===== src/rtl/pcg_pkg.sv =====
package pcg_pkg;

    localparam int unsigned AW = 3;
    localparam int unsigned NTB = 2;

    localparam logic [AW-1:0] A_CTRL = 3'd0;
    localparam logic [AW-1:0] A_PRI  = 3'd1;
    localparam logic [AW-1:0] A_SEC  = 3'd2;
    localparam logic [AW-1:0] A_PER0 = 3'd3;
    localparam logic [AW-1:0] A_PER1 = 3'd4;
    localparam logic [AW-1:0] A_FLAG = 3'd5;

    localparam logic [2:0] MODE_ONE = 3'b100;
    localparam logic [2:0] MODE_RUN = 3'b101;

    localparam int unsigned CTRL_TSEL = 3;
    localparam int unsigned CTRL_IEN  = 4;

    typedef enum logic [1:0] {
        ST_OFF,
        ST_WAIT_HI,
        ST_WAIT_LO,
        ST_SPENT
    } chan_st_e;

    typedef struct packed {
        chan_st_e st;
        logic     cont;
        logic     pin;
        logic     flag;
    } fsm_s;

endpackage


===== src/rtl/pcg_timebase.sv =====
module pcg_timebase #(
    parameter int unsigned CW = 16
) (
    input  logic          clk,
    input  logic          rst_n,
    input  logic          run_i,
    input  logic [CW-1:0] period_i,
    output logic [CW-1:0] cnt_o,
    output logic          adv_o
);

    typedef struct packed {
        logic [CW-1:0] cnt;
        logic          adv;
    } tb_s;

    tb_s tb_d, tb_q;

    always_comb begin
        tb_d     = tb_q;
        tb_d.adv = run_i;
        if (run_i) begin
            if (tb_q.cnt == period_i) tb_d.cnt = '0;
            else                      tb_d.cnt = tb_q.cnt + 1'b1;
        end
    end

    always_ff @(posedge clk) begin
        if (!rst_n) tb_q <= '0;
        else        tb_q <= tb_d;
    end

    assign cnt_o = tb_q.cnt;
    assign adv_o = tb_q.adv;

endmodule


===== src/rtl/pcg_edge_fsm.sv =====
module pcg_edge_fsm
    import pcg_pkg::*;
(
    input  logic clk,
    input  logic rst_n,
    input  logic arm_i,
    input  logic arm_cont_i,
    input  logic disarm_i,
    input  logic rise_hit_i,
    input  logic fall_hit_i,
    input  logic clr_i,
    output logic pin_o,
    output logic flag_o
);

    fsm_s fsm_d, fsm_q;

    always_comb begin
        fsm_d = fsm_q;
        if (arm_i) begin
            fsm_d.st   = ST_WAIT_HI;
            fsm_d.cont = arm_cont_i;
            fsm_d.pin  = 1'b0;
        end else if (disarm_i) begin
            fsm_d.st  = ST_OFF;
            fsm_d.pin = 1'b0;
        end else begin
            unique case (fsm_q.st)
                ST_WAIT_HI: if (rise_hit_i) begin
                    fsm_d.pin = 1'b1;
                    fsm_d.st  = ST_WAIT_LO;
                end
                ST_WAIT_LO: if (fall_hit_i) begin
                    fsm_d.pin = 1'b0;
                    fsm_d.st  = fsm_q.cont ? ST_WAIT_HI : ST_SPENT;
                end
                default: ;
            endcase
        end

        if (clr_i) fsm_d.flag = 1'b0;
        if (fall_hit_i && (fsm_q.st != ST_OFF) && !arm_i && !disarm_i)
            fsm_d.flag = 1'b1;
    end

    always_ff @(posedge clk) begin
        if (!rst_n) fsm_q <= '{st: ST_OFF, cont: 1'b0, pin: 1'b0, flag: 1'b0};
        else        fsm_q <= fsm_d;
    end

    assign pin_o  = fsm_q.pin;
    assign flag_o = fsm_q.flag;

endmodule


===== src/rtl/pulse_cmp_chan.sv =====
module pulse_cmp_chan
    import pcg_pkg::*;
#(
    parameter int unsigned CW = 16
) (
    input  logic          clk,
    input  logic          rst_n,
    input  logic          wr_en,
    input  logic [AW-1:0] wr_addr,
    input  logic [CW-1:0] wr_data,
    input  logic [1:0]    tmr_run,
    output logic          pin_out,
    output logic          irq_flag,
    output logic          irq_req
);

    typedef struct packed {
        logic                   ien;
        logic                   tsel;
        logic [CW-1:0]          pri;
        logic [CW-1:0]          sec;
        logic [NTB-1:0][CW-1:0] per;
    } regs_s;

    regs_s regs_d, regs_q;

    logic [NTB-1:0][CW-1:0] tb_cnt;
    logic [NTB-1:0]         tb_adv;
    logic [CW-1:0]          sel_cnt;
    logic                   sel_adv;
    logic                   wr_ctrl, mode_pulse, arm, disarm, clr;
    logic                   rise_hit, fall_hit;

    always_comb begin
        regs_d = regs_q;
        if (wr_en) begin
            unique case (wr_addr)
                A_CTRL: begin
                    regs_d.tsel = wr_data[CTRL_TSEL];
                    regs_d.ien  = wr_data[CTRL_IEN];
                end
                A_PRI:  regs_d.pri    = wr_data;
                A_SEC:  regs_d.sec    = wr_data;
                A_PER0: regs_d.per[0] = wr_data;
                A_PER1: regs_d.per[1] = wr_data;
                default: ;
            endcase
        end
    end

    always_ff @(posedge clk) begin
        if (!rst_n) regs_q <= '0;
        else        regs_q <= regs_d;
    end

    for (genvar g = 0; g < NTB; g++) begin : g_tb
        pcg_timebase #(.CW(CW)) u_tb (
            .clk      (clk),
            .rst_n    (rst_n),
            .run_i    (tmr_run[g]),
            .period_i (regs_q.per[g]),
            .cnt_o    (tb_cnt[g]),
            .adv_o    (tb_adv[g])
        );
    end

    always_comb begin
        sel_cnt    = tb_cnt[regs_q.tsel];
        sel_adv    = tb_adv[regs_q.tsel];
        rise_hit   = sel_adv && (sel_cnt == regs_q.pri);
        fall_hit   = sel_adv && (sel_cnt == regs_q.sec);
        wr_ctrl    = wr_en && (wr_addr == A_CTRL);
        mode_pulse = (wr_data[2:0] == MODE_ONE) || (wr_data[2:0] == MODE_RUN);
        arm        = wr_ctrl && mode_pulse;
        disarm     = wr_ctrl && !mode_pulse;
        clr        = wr_en && (wr_addr == A_FLAG) && !wr_data[0];
    end

    pcg_edge_fsm u_fsm (
        .clk        (clk),
        .rst_n      (rst_n),
        .arm_i      (arm),
        .arm_cont_i (wr_data[0]),
        .disarm_i   (disarm),
        .rise_hit_i (rise_hit),
        .fall_hit_i (fall_hit),
        .clr_i      (clr),
        .pin_o      (pin_out),
        .flag_o     (irq_flag)
    );

    assign irq_req = irq_flag & regs_q.ien;

endmodule


===== config.mk =====
export PLATFORM = sky130hd
export DESIGN_NAME = pulse_cmp_chan
export DESIGN_NICKNAME = d
export VERILOG_FILES = /design/src/rtl/pcg_pkg.sv /design/src/rtl/pcg_timebase.sv /design/src/rtl/pcg_edge_fsm.sv /design/src/rtl/pulse_cmp_chan.sv
export SDC_FILE = /design/constraint.sdc
export NUM_CORES = 1
export LEC_CHECK = 0
export ABC_AREA = 1
export BUFFER_PORTS_ARGS = -buffer_cell sky130_fd_sc_hd__clkbuf_2
export CAP_MARGIN = 20
export CORE_UTILIZATION = 50
export CTS_CLUSTER_DIAMETER = 60
export CTS_CLUSTER_SIZE = 10
export DETAILED_ROUTE_END_ITERATION = 16
export PLACE_DENSITY = 0.78
export SYNTH_ARGS = -nofsm -noshare
export SYNTH_HDL_FRONTEND = slang
export SYNTH_HIERARCHICAL = 1
export SYNTH_SLANG_ARGS = --single-unit

===== constraint.sdc =====
create_clock -name clk -period 1.5 [get_ports clk]
set_input_delay 0.15 -clock clk [delete_from_list [all_inputs] [get_ports clk]]
set_output_delay 0.15 -clock clk [all_outputs]
set_load 0.05 [all_outputs]

==> impl_table.tex, run 1 <==
\begin{tabular}{lr}
\hline
Metric & Value \\
\hline
\multicolumn{2}{l}{\textbf{Layout}} \\
Leading cell types in the layout, fill and taps excluded & nand2\_1, nor2\_1, inv\_1, dfxtp\_1, o21ai\_0 \\
Storage cell area & 2140 um\^{}2 \\
Most common cell after layout, fill and taps aside & nand2\_1 \\
Fraction of layout cells with a size suffix above 1 & 19.4\% \\
Count of nets after finishing & 1078 \\
Diode count & 0 \\
Finished layout cell area & 7280 um\^{}2 \\
Fill cell count & 1080 \\
Relative area change from synthesis to final layout & 22.7\% \\
Area occupied by multi-input gates & 3300 um\^{}2 \\
\multicolumn{2}{l}{\textbf{Timing}} \\
Min Clock Period, post-route & 1.86 ns \\
Achievable clock frequency & 538 MHz \\
Setup repair after global routing missed its margin & yes \\
Worst hold margin & 0.104 ns \\
Final setup skew & 0.00460 ns \\
Max-slew violations & 0 \\
Tightest Pin Transition & 0.722 ns \\
Fin. Hold Viols & 0 \\
Worst slew slack as a fraction of its limit & 51.8\% \\
Setup violators final & 4 \\
Crit share post-route & 124\% \\
Least setup slack across all paths after layout & -0.359 ns \\
\multicolumn{2}{l}{\textbf{GRT}} \\
Global-route total usage across every layer & 27.1\% \\
Aggregate global routing overflow & 0 \\
Number of antenna violations at the first check in global routing & 0 \\
Maximum number of pins on one net before global-route repair & 41 \\
Number of global-route vias before repair & 5620 \\
First-pass GRT wire length & 26.5 mm \\
\multicolumn{2}{l}{\textbf{Place}} \\
Detailed placement HPWL & 12.2 mm \\
Number of buffers added on ports & 26 \\
Routability-driven placement congestion ratio & 0.928 \\
Cell area after placement & 6620 um\^{}2 \\
\multicolumn{2}{l}{\textbf{Clock network}} \\
Maximum clock path buffer count & 2 \\
Clock slew at reported path FFs & 0.07 ns \\
Max H-tree Level & 3 \\
Sinks on the clock net & 105 \\
CTS Buf Count & 9 \\
Clock Latency Late Sink & 0.36 ns \\
CTS tree & built \\
Number of buffers inserted for hold repair after clock tree synthesis & 0 \\
Master cell of the clock root buffer & clkbuf\_16 \\
\multicolumn{2}{l}{\textbf{Critical path}} \\
Slowest stage cell, crit path & dfxtp\_4 \\
Required @ worst endpoint & 1.79 ns \\
Path type of the worst setup path & reg2reg \\
Max incr delay on CP & 0.38 ns \\
Worst r2r dst & u\_fsm/pin\_o\$\_SDFFE\_PP0P\_ \\
Cell with the most instances on the worst path & nand2\_1 \\
Kind of end point of the critical path & register \\
Worst reg-to-reg path cell count & 15 \\
Startpoint of the worst register-to-register path & regs\_q[64]\$\_SDFFE\_PN0P\_ \\
Cells along the critical path & inv\_8, buf\_12, nand2\_4, and2\_4, nand2\_1, nand2\_1, nor2\_1, nand3\_1, nor2\_2, inv\_2, nand2\_2, nand3\_2, inv\_2, nand2\_1, a21oi\_1 \\
Setup slack on the worst flop-to-flop path & -0.36 ns \\
Peak fanout along the critical path & 8 \\
Kind of start point of the critical path & register \\
Data arrival at the endpoint of the critical path & 2.15 ns \\
\multicolumn{2}{l}{\textbf{Die}} \\
Total Die Area & 12300 um\^{}2 \\
Die span in x & 111 um \\
I/O pin total & 27 \\
Core outline area & 11500 um\^{}2 \\
Total number of placement rows & 39 \\
Die height & 111 um \\
Initial standard-cell utilization of the core & 51.7\% \\
\multicolumn{2}{l}{\textbf{Detailed routing}} \\
Drt drc & 0 \\
Number of vias per cell & 5.07 \\
Total vias in the final route & 6063 \\
Remaining antenna violation count after routing & 0 \\
Initial DRC count & 415 \\
Wire length per cell & 13.8 um \\
Count of TritonRoute iterations in the first routing pass & 6 \\
Total wire length & 16.5 mm \\
\multicolumn{2}{l}{\textbf{Synthesis}} \\
Post-synthesis register bit count & 105 \\
Syn Inst Count & 968 \\
Register area share after synthesis & 35.5\% \\
Synthesized cell area & 5930 um\^{}2 \\
Post-synthesis area per instance & 6.13 um\^{}2 \\
Post-Syn Nets & 998 \\
Ys Warns & 6 \\
Synth cell types & 29 \\
\multicolumn{2}{l}{\textbf{Power}} \\
Largest voltage drop on the vdd net & 0.000683 V \\
Post-layout total power & 6.51 mW \\
Power density of the placed cells & 895 nW/um\^{}2 \\
LEAKAGE & 3.43 nW \\
\multicolumn{2}{l}{\textbf{Min path}} \\
Hold path start & wr\_data[1] \\
Type of the worst min-delay path & in2reg \\
Worst Hold End & regs\_q[1]\$\_SDFFE\_PN0P\_ \\
Hold Path Depth & 3 \\
\multicolumn{2}{l}{\textbf{Job}} \\
Max Cap Violations & 0 \\
\multicolumn{2}{l}{\textbf{Status}} \\
Failing checks & negative setup slack \\
Status & finished with violations \\
\hline
\end{tabular}
[timing repair]
item,4_1_cts,5_1_grt
gates cloned,1,1
endpoints found under the setup margin,28,36
gates resized for setup,30,65
pin swaps,15,15
setup buffers,0,2
[final cells by class]
| type | count | area share (%) |
|---|---|---|
| Timing Repair Buffer | 94 | 10.3 |
| Clock buffer | 9 | 3.09 |
| Inverter | 152 | 7.94 |
| Clock inverter | 6 | 1.48 |
| Multi-Input combinational cell | 686 | 45.4 |
| Sequential cell | 105 | 29.4 |
| Tap cell | 143 | 2.46 |
[cell usage after synthesis]
master | n | area (um^2)
or2_1 | 1 | 6.26
a21oi_1 | 45 | 225
buf_2 | 5 | 25.0
nor3_2 | 2 | 20.0
buf_4 | 3 | 22.5
ha_1 | 6 | 75.1
nand4_1 | 5 | 31.3
nand2_1 | 272 | 1020
clkbuf_2 | 1 | 5.00
buf_6 | 3 | 33.8
nor2_2 | 5 | 31.3
inv_1 | 145 | 544
nand3_1 | 46 | 230
xnor2_1 | 4 | 35.0
nand3b_1 | 7 | 52.6
nor2_4 | 1 | 11.3
clkbuf_1 | 13 | 48.8
inv_2 | 7 | 26.3
nand2_2 | 4 | 25.0
nand3_2 | 3 | 30.0
and2_1 | 1 | 6.26
nor3b_1 | 2 | 15.0
dfxtp_1 | 105 | 2100
nor3_1 | 14 | 70.1
nor2_1 | 160 | 601
xor2_1 | 24 | 210
o21ai_0 | 81 | 405
o31ai_1 | 1 | 7.51
o22ai_1 | 2 | 12.5
[layer usage]
layer / up-vias / part of all wire (%) / GRT usage, %
li1: 3137 / - / -
met1: 2764 / 45 / 34.1
met2: 131 / 49 / 47.6
met3: 31 / 3.6 / 4.16
met4: 0 / 2.2 / 8.44
met5: - / 0 / 0
[state kept, by name, summed over array words and instances, names as in the netlist]
register,cells
u_fsm/fsm_q,3
u_fsm/flag_o,1
g_tb.u_tb/adv_o,2
g_tb.u_tb/cnt_o,32
regs_q,66
u_fsm/pin_o,1
[logic make-up after synthesis]
family | share of synthesized area (%)
simple gates | 36.3
buf+inv | 11.9
compound gates | 11.0
flops | 35.5
xor+xnor | 4.14
fa+ha+maj | 1.27
[how the worst max path moves through the flow]
stage                                 start                          end  depth (start not counted)
floorplan           regs_q[64]$_SDFFE_PN0P_  u_fsm/fsm_q[3]$_SDFFE_PN0P_                         17
global placement    regs_q[64]$_SDFFE_PN0P_  u_fsm/fsm_q[3]$_SDFFE_PN0P_                         16
detailed placement  regs_q[64]$_SDFFE_PN0P_  u_fsm/fsm_q[3]$_SDFFE_PN0P_                         16
CTS                 regs_q[64]$_SDFFE_PN0P_     u_fsm/pin_o$_SDFFE_PP0P_                         16
global route        regs_q[64]$_SDFFE_PN0P_  u_fsm/fsm_q[3]$_SDFFE_PN0P_                         17
finish              regs_q[64]$_SDFFE_PN0P_     u_fsm/pin_o$_SDFFE_PP0P_                         15
[critical path, delay by kind of cell (launching register included)]
kind,cells,cell delay (ns)
and+or+nand+nor,10,0.90
DFF,1,0.38
buffers and inverters,4,0.38
AOI/OAI and AO/OA,1,0.13
[stage by stage]
stage               setup TNS, ns  util, %  setup WS [ns]  instances
finish                      -1.21     63.5         -0.359       1195
global route                -3.72     63.5         -0.514       1195
CTS                         -2.10     61.7         -0.303       1192
detailed placement          -1.73     57.8         -0.347       1176
global placement            -1.32     57.8         -0.329       1176
floorplan                 -0.0261        -        -0.0261        968
[power by group]
part           total, mW  switching, mW  internal (mW)
sequential          2.95         0.0742           2.88
combinational      0.892          0.548          0.345
clock               2.67           1.06           1.61
total               6.51           1.68           4.84
Power figures use the tool's default switching activity.
==> run 2, diff against run 1 <==
--- a/config.mk
+++ b/config.mk
@@ -17,3 +17,4 @@
 export SYNTH_HDL_FRONTEND = slang
 export SYNTH_HIERARCHICAL = 1
 export SYNTH_SLANG_ARGS = --single-unit
+export TNS_END_PERCENT = 10
==> run 2 against run 1 <==
The flow still finishes with violations (negative setup slack). Register-to-register slack about the same. Setup slack lost 0.00062 ns. Global-route usage is the same.
==> impl_table.tex, run 2 (same netlist as run 1, synthesis figures left out) <==
\begin{tabular}{lr}
\hline
Metric & Value \\
\hline
\multicolumn{2}{l}{\textbf{Die}} \\
Die height & 111 um (unchanged) \\
Die span in x & 111 um (unchanged) \\
Total Die Area & 12300 um\^{}2 (unchanged) \\
I/O pin total & 27 (unchanged) \\
Initial standard-cell utilization of the core & 51.7\% (unchanged) \\
Core outline area & 11500 um\^{}2 (unchanged) \\
Total number of placement rows & 39 (unchanged) \\
\multicolumn{2}{l}{\textbf{Timing}} \\
Final setup skew & 0.00571 ns (+0.00110 ns) \\
Crit share post-route & 124\% (about the same) \\
Min Clock Period, post-route & 1.86 ns (+0.000619 ns) \\
Achievable clock frequency & 538 MHz (about the same) \\
Sum of negative setup slack & -1.26 ns (-0.0581 ns) \\
Setup violators final & 5 (+1) \\
Setup repair after global routing missed its margin & yes \\
Worst slew slack as a fraction of its limit & 51.7\% (-0.096 points) \\
Max-slew violations & 0 (unchanged) \\
Tightest Pin Transition & 0.723 ns (+0.00144 ns) \\
Fin. Hold Viols & 0 (unchanged) \\
Least setup slack across all paths after layout & -0.360 ns (-0.000619 ns) \\
\multicolumn{2}{l}{\textbf{Detailed routing}} \\
Remaining antenna violation count after routing & 0 (unchanged) \\
Total vias in the final route & 6043 (-0.33\%) \\
Number of vias per cell & 5.07 (-0.16\%) \\
Total wire length & 16.4 mm (-0.71\%) \\
Drt drc & 0 (unchanged) \\
Count of TritonRoute iterations in the first routing pass & 8 (+2) \\
Initial DRC count & 353 (-15\%) \\
Wire length per cell & 13.7 um (-0.55\%) \\
\multicolumn{2}{l}{\textbf{Min path}} \\
Hold path start & wr\_data[1] \\
Type of the worst min-delay path & in2reg \\
\multicolumn{2}{l}{\textbf{Critical path}} \\
Max incr delay on CP & 0.39 ns (about the same) \\
Kind of end point of the critical path & register \\
Data arrival at the endpoint of the critical path & 2.15 ns (about the same) \\
Path type of the worst setup path & reg2reg \\
Cells along the critical path & clkbuf\_16, nand2\_2, buf\_4, nand3b\_1, nand2\_1, nand2\_1, nor2\_2, nand3\_1, nor2\_1, inv\_1, nand2\_2, nand3\_2, inv\_2, nand2\_1, a21oi\_1 \\
Slowest stage cell, crit path & dfxtp\_4 \\
Required @ worst endpoint & 1.79 ns (about the same) \\
Peak fanout along the critical path & 10 (+2) \\
Cell with the most instances on the worst path & nand2\_1 \\
Launch point of the worst path & regs\_q[64]\$\_SDFFE\_PN0P\_ \\
Kind of start point of the critical path & register \\
Startpoint of the worst register-to-register path & regs\_q[64]\$\_SDFFE\_PN0P\_ \\
\multicolumn{2}{l}{\textbf{GRT}} \\
Number of antenna violations at the first check in global routing & 0 (unchanged) \\
Global-route total usage across every layer & 27.1\% (unchanged) \\
Number of global-route vias before repair & 5620 (unchanged) \\
First-pass GRT wire length & 26.5 mm (unchanged) \\
Maximum number of pins on one net before global-route repair & 41 (unchanged) \\
Aggregate global routing overflow & 0 (unchanged) \\
\multicolumn{2}{l}{\textbf{Place}} \\
Number of buffers added on ports & 26 (unchanged) \\
Routability-driven placement congestion ratio & 0.928 (unchanged) \\
Detailed placement HPWL & 12.2 mm (unchanged) \\
Placed Instances & 1176 (unchanged) \\
\multicolumn{2}{l}{\textbf{Layout}} \\
Leading cell types in the layout, fill and taps excluded & nand2\_1, nor2\_1, inv\_1, dfxtp\_1, o21ai\_0 \\
Relative area change from synthesis to final layout & 21.2\% \\
Most common cell after layout, fill and taps aside & nand2\_1 \\
Flip-flop count of the largest register, all copies and words added & 66 (unchanged) \\
Diode count & 0 (unchanged) \\
Register with the highest flop count & regs\_q \\
Count of nets after finishing & 1076 (-0.19\%) \\
Fraction of layout cells with a size suffix above 1 & 17.5\% (-1.9 points) \\
Count of placed standard cells in the final layout, fillers left out & 1193 (-0.17\%) \\
\multicolumn{2}{l}{\textbf{Job}} \\
Max Cap Violations & 0 (unchanged) \\
\multicolumn{2}{l}{\textbf{Clock network}} \\
Clock slew at reported path FFs & 0.07 ns (about the same) \\
Max H-tree Level & 3 (unchanged) \\
Clock Latency Late Sink & 0.36 ns (about the same) \\
Number of buffers inserted for hold repair after clock tree synthesis & 0 (unchanged) \\
CTS Buf Count & 9 (unchanged) \\
Maximum clock path buffer count & 2 (unchanged) \\
Sinks on the clock net & 105 (unchanged) \\
Master cell of the clock root buffer & clkbuf\_16 \\
CTS tree & built \\
\multicolumn{2}{l}{\textbf{Status}} \\
Status & finished with violations \\
Failing checks & negative setup slack \\
\multicolumn{2}{l}{\textbf{Power}} \\
Power density of the placed cells & 904 nW/um\^{}2 (+1.0\%) \\
Largest voltage drop on the vdd net & 0.000679 V (-0.54\%) \\
LEAKAGE & 3.42 nW (-0.46\%) \\
\hline
\end{tabular}
run 2: cell types whose count changed in the layout (fill, tap and decap cells not counted), sizes merged:
cell / change
buf: -2
run 2: repair_timing:
action / CTS / global route
cloned: 1 / 1
endpoints found under the setup margin: 28 / 36
pin swaps: 16 / 19
buffers inserted: 0 / 0
gates resized for setup: 30 / 38
run 2: worst paths after layout:
| path | endpoint | slack (ns) | depth (start not counted) |
|---|---|---|---|
| worst max-delay path | u_fsm/pin_o$_SDFFE_PP0P_ | -0.36 | 15 |
| worst min-delay path | regs_q[1]$_SDFFE_PN0P_ | 0.11 | 3 |
| worst max register to register | u_fsm/pin_o$_SDFFE_PP0P_ | -0.36 | 15 |
| worst min register to register | regs_q[13]$_SDFFE_PN0P_ | 0.46 | 2 |
run 2: area by class of cell:
| type | count | area [um^2] |
|---|---|---|
| Clock buffer | 9 | 225 |
| Clock inverter | 6 | 108 |
| Fill cell | 1093 | 4280 |
| Inverter | 152 | 578 |
| Multi-Input combinational cell | 686 | 3270 |
| Sequential cell | 105 | 2120 |
| Tap cell | 143 | 179 |
| Timing Repair Buffer | 92 | 708 |
run 2: layer usage:
metal | global-route usage (%) | share of wire [%] | up-vias
li1 | - | - | 3128
met1 | 34.1 | 44 | 2736
met2 | 47.6 | 49 | 153
met3 | 4.16 | 4.7 | 26
met4 | 8.44 | 1.9 | 0
met5 | 0 | 0 | -
run 2: report_power, final:
| part | switching, mW | internal (mW) | leakage, nW | total [mW] |
|---|---|---|---|---|
| Clock | 1.06 | 1.62 | 0.161 | 2.67 |
| Combinational | 0.540 | 0.333 | 2.39 | 0.874 |
| Sequential | 0.0720 | 2.88 | 0.860 | 2.95 |
run 2: worst max-delay path: cells and delay by family (launching register included):
family / cells / cell delay [ns]
compound gates: 1 / 0.11
flops: 1 / 0.39
simple gates: 10 / 0.90
buf+inv: 4 / 0.40
run 2: through the flow:
step / total power, mW / cell area [um^2] / setup slack (ns) / util (%) / hold WS (ns)
floorplan: 3.55 / 5950 / -0.0261 / - / 0.248
global placement: 3.81 / 6620 / -0.329 / 57.8 / 0.447
detailed placement: 3.82 / 6620 / -0.347 / 57.8 / 0.453
CTS: 6.51 / 7070 / -0.303 / 61.7 / 0.0974
global route: 6.74 / 7190 / -0.473 / 62.7 / 0.128
finish: 6.50 / 7190 / -0.360 / 62.7 / 0.107
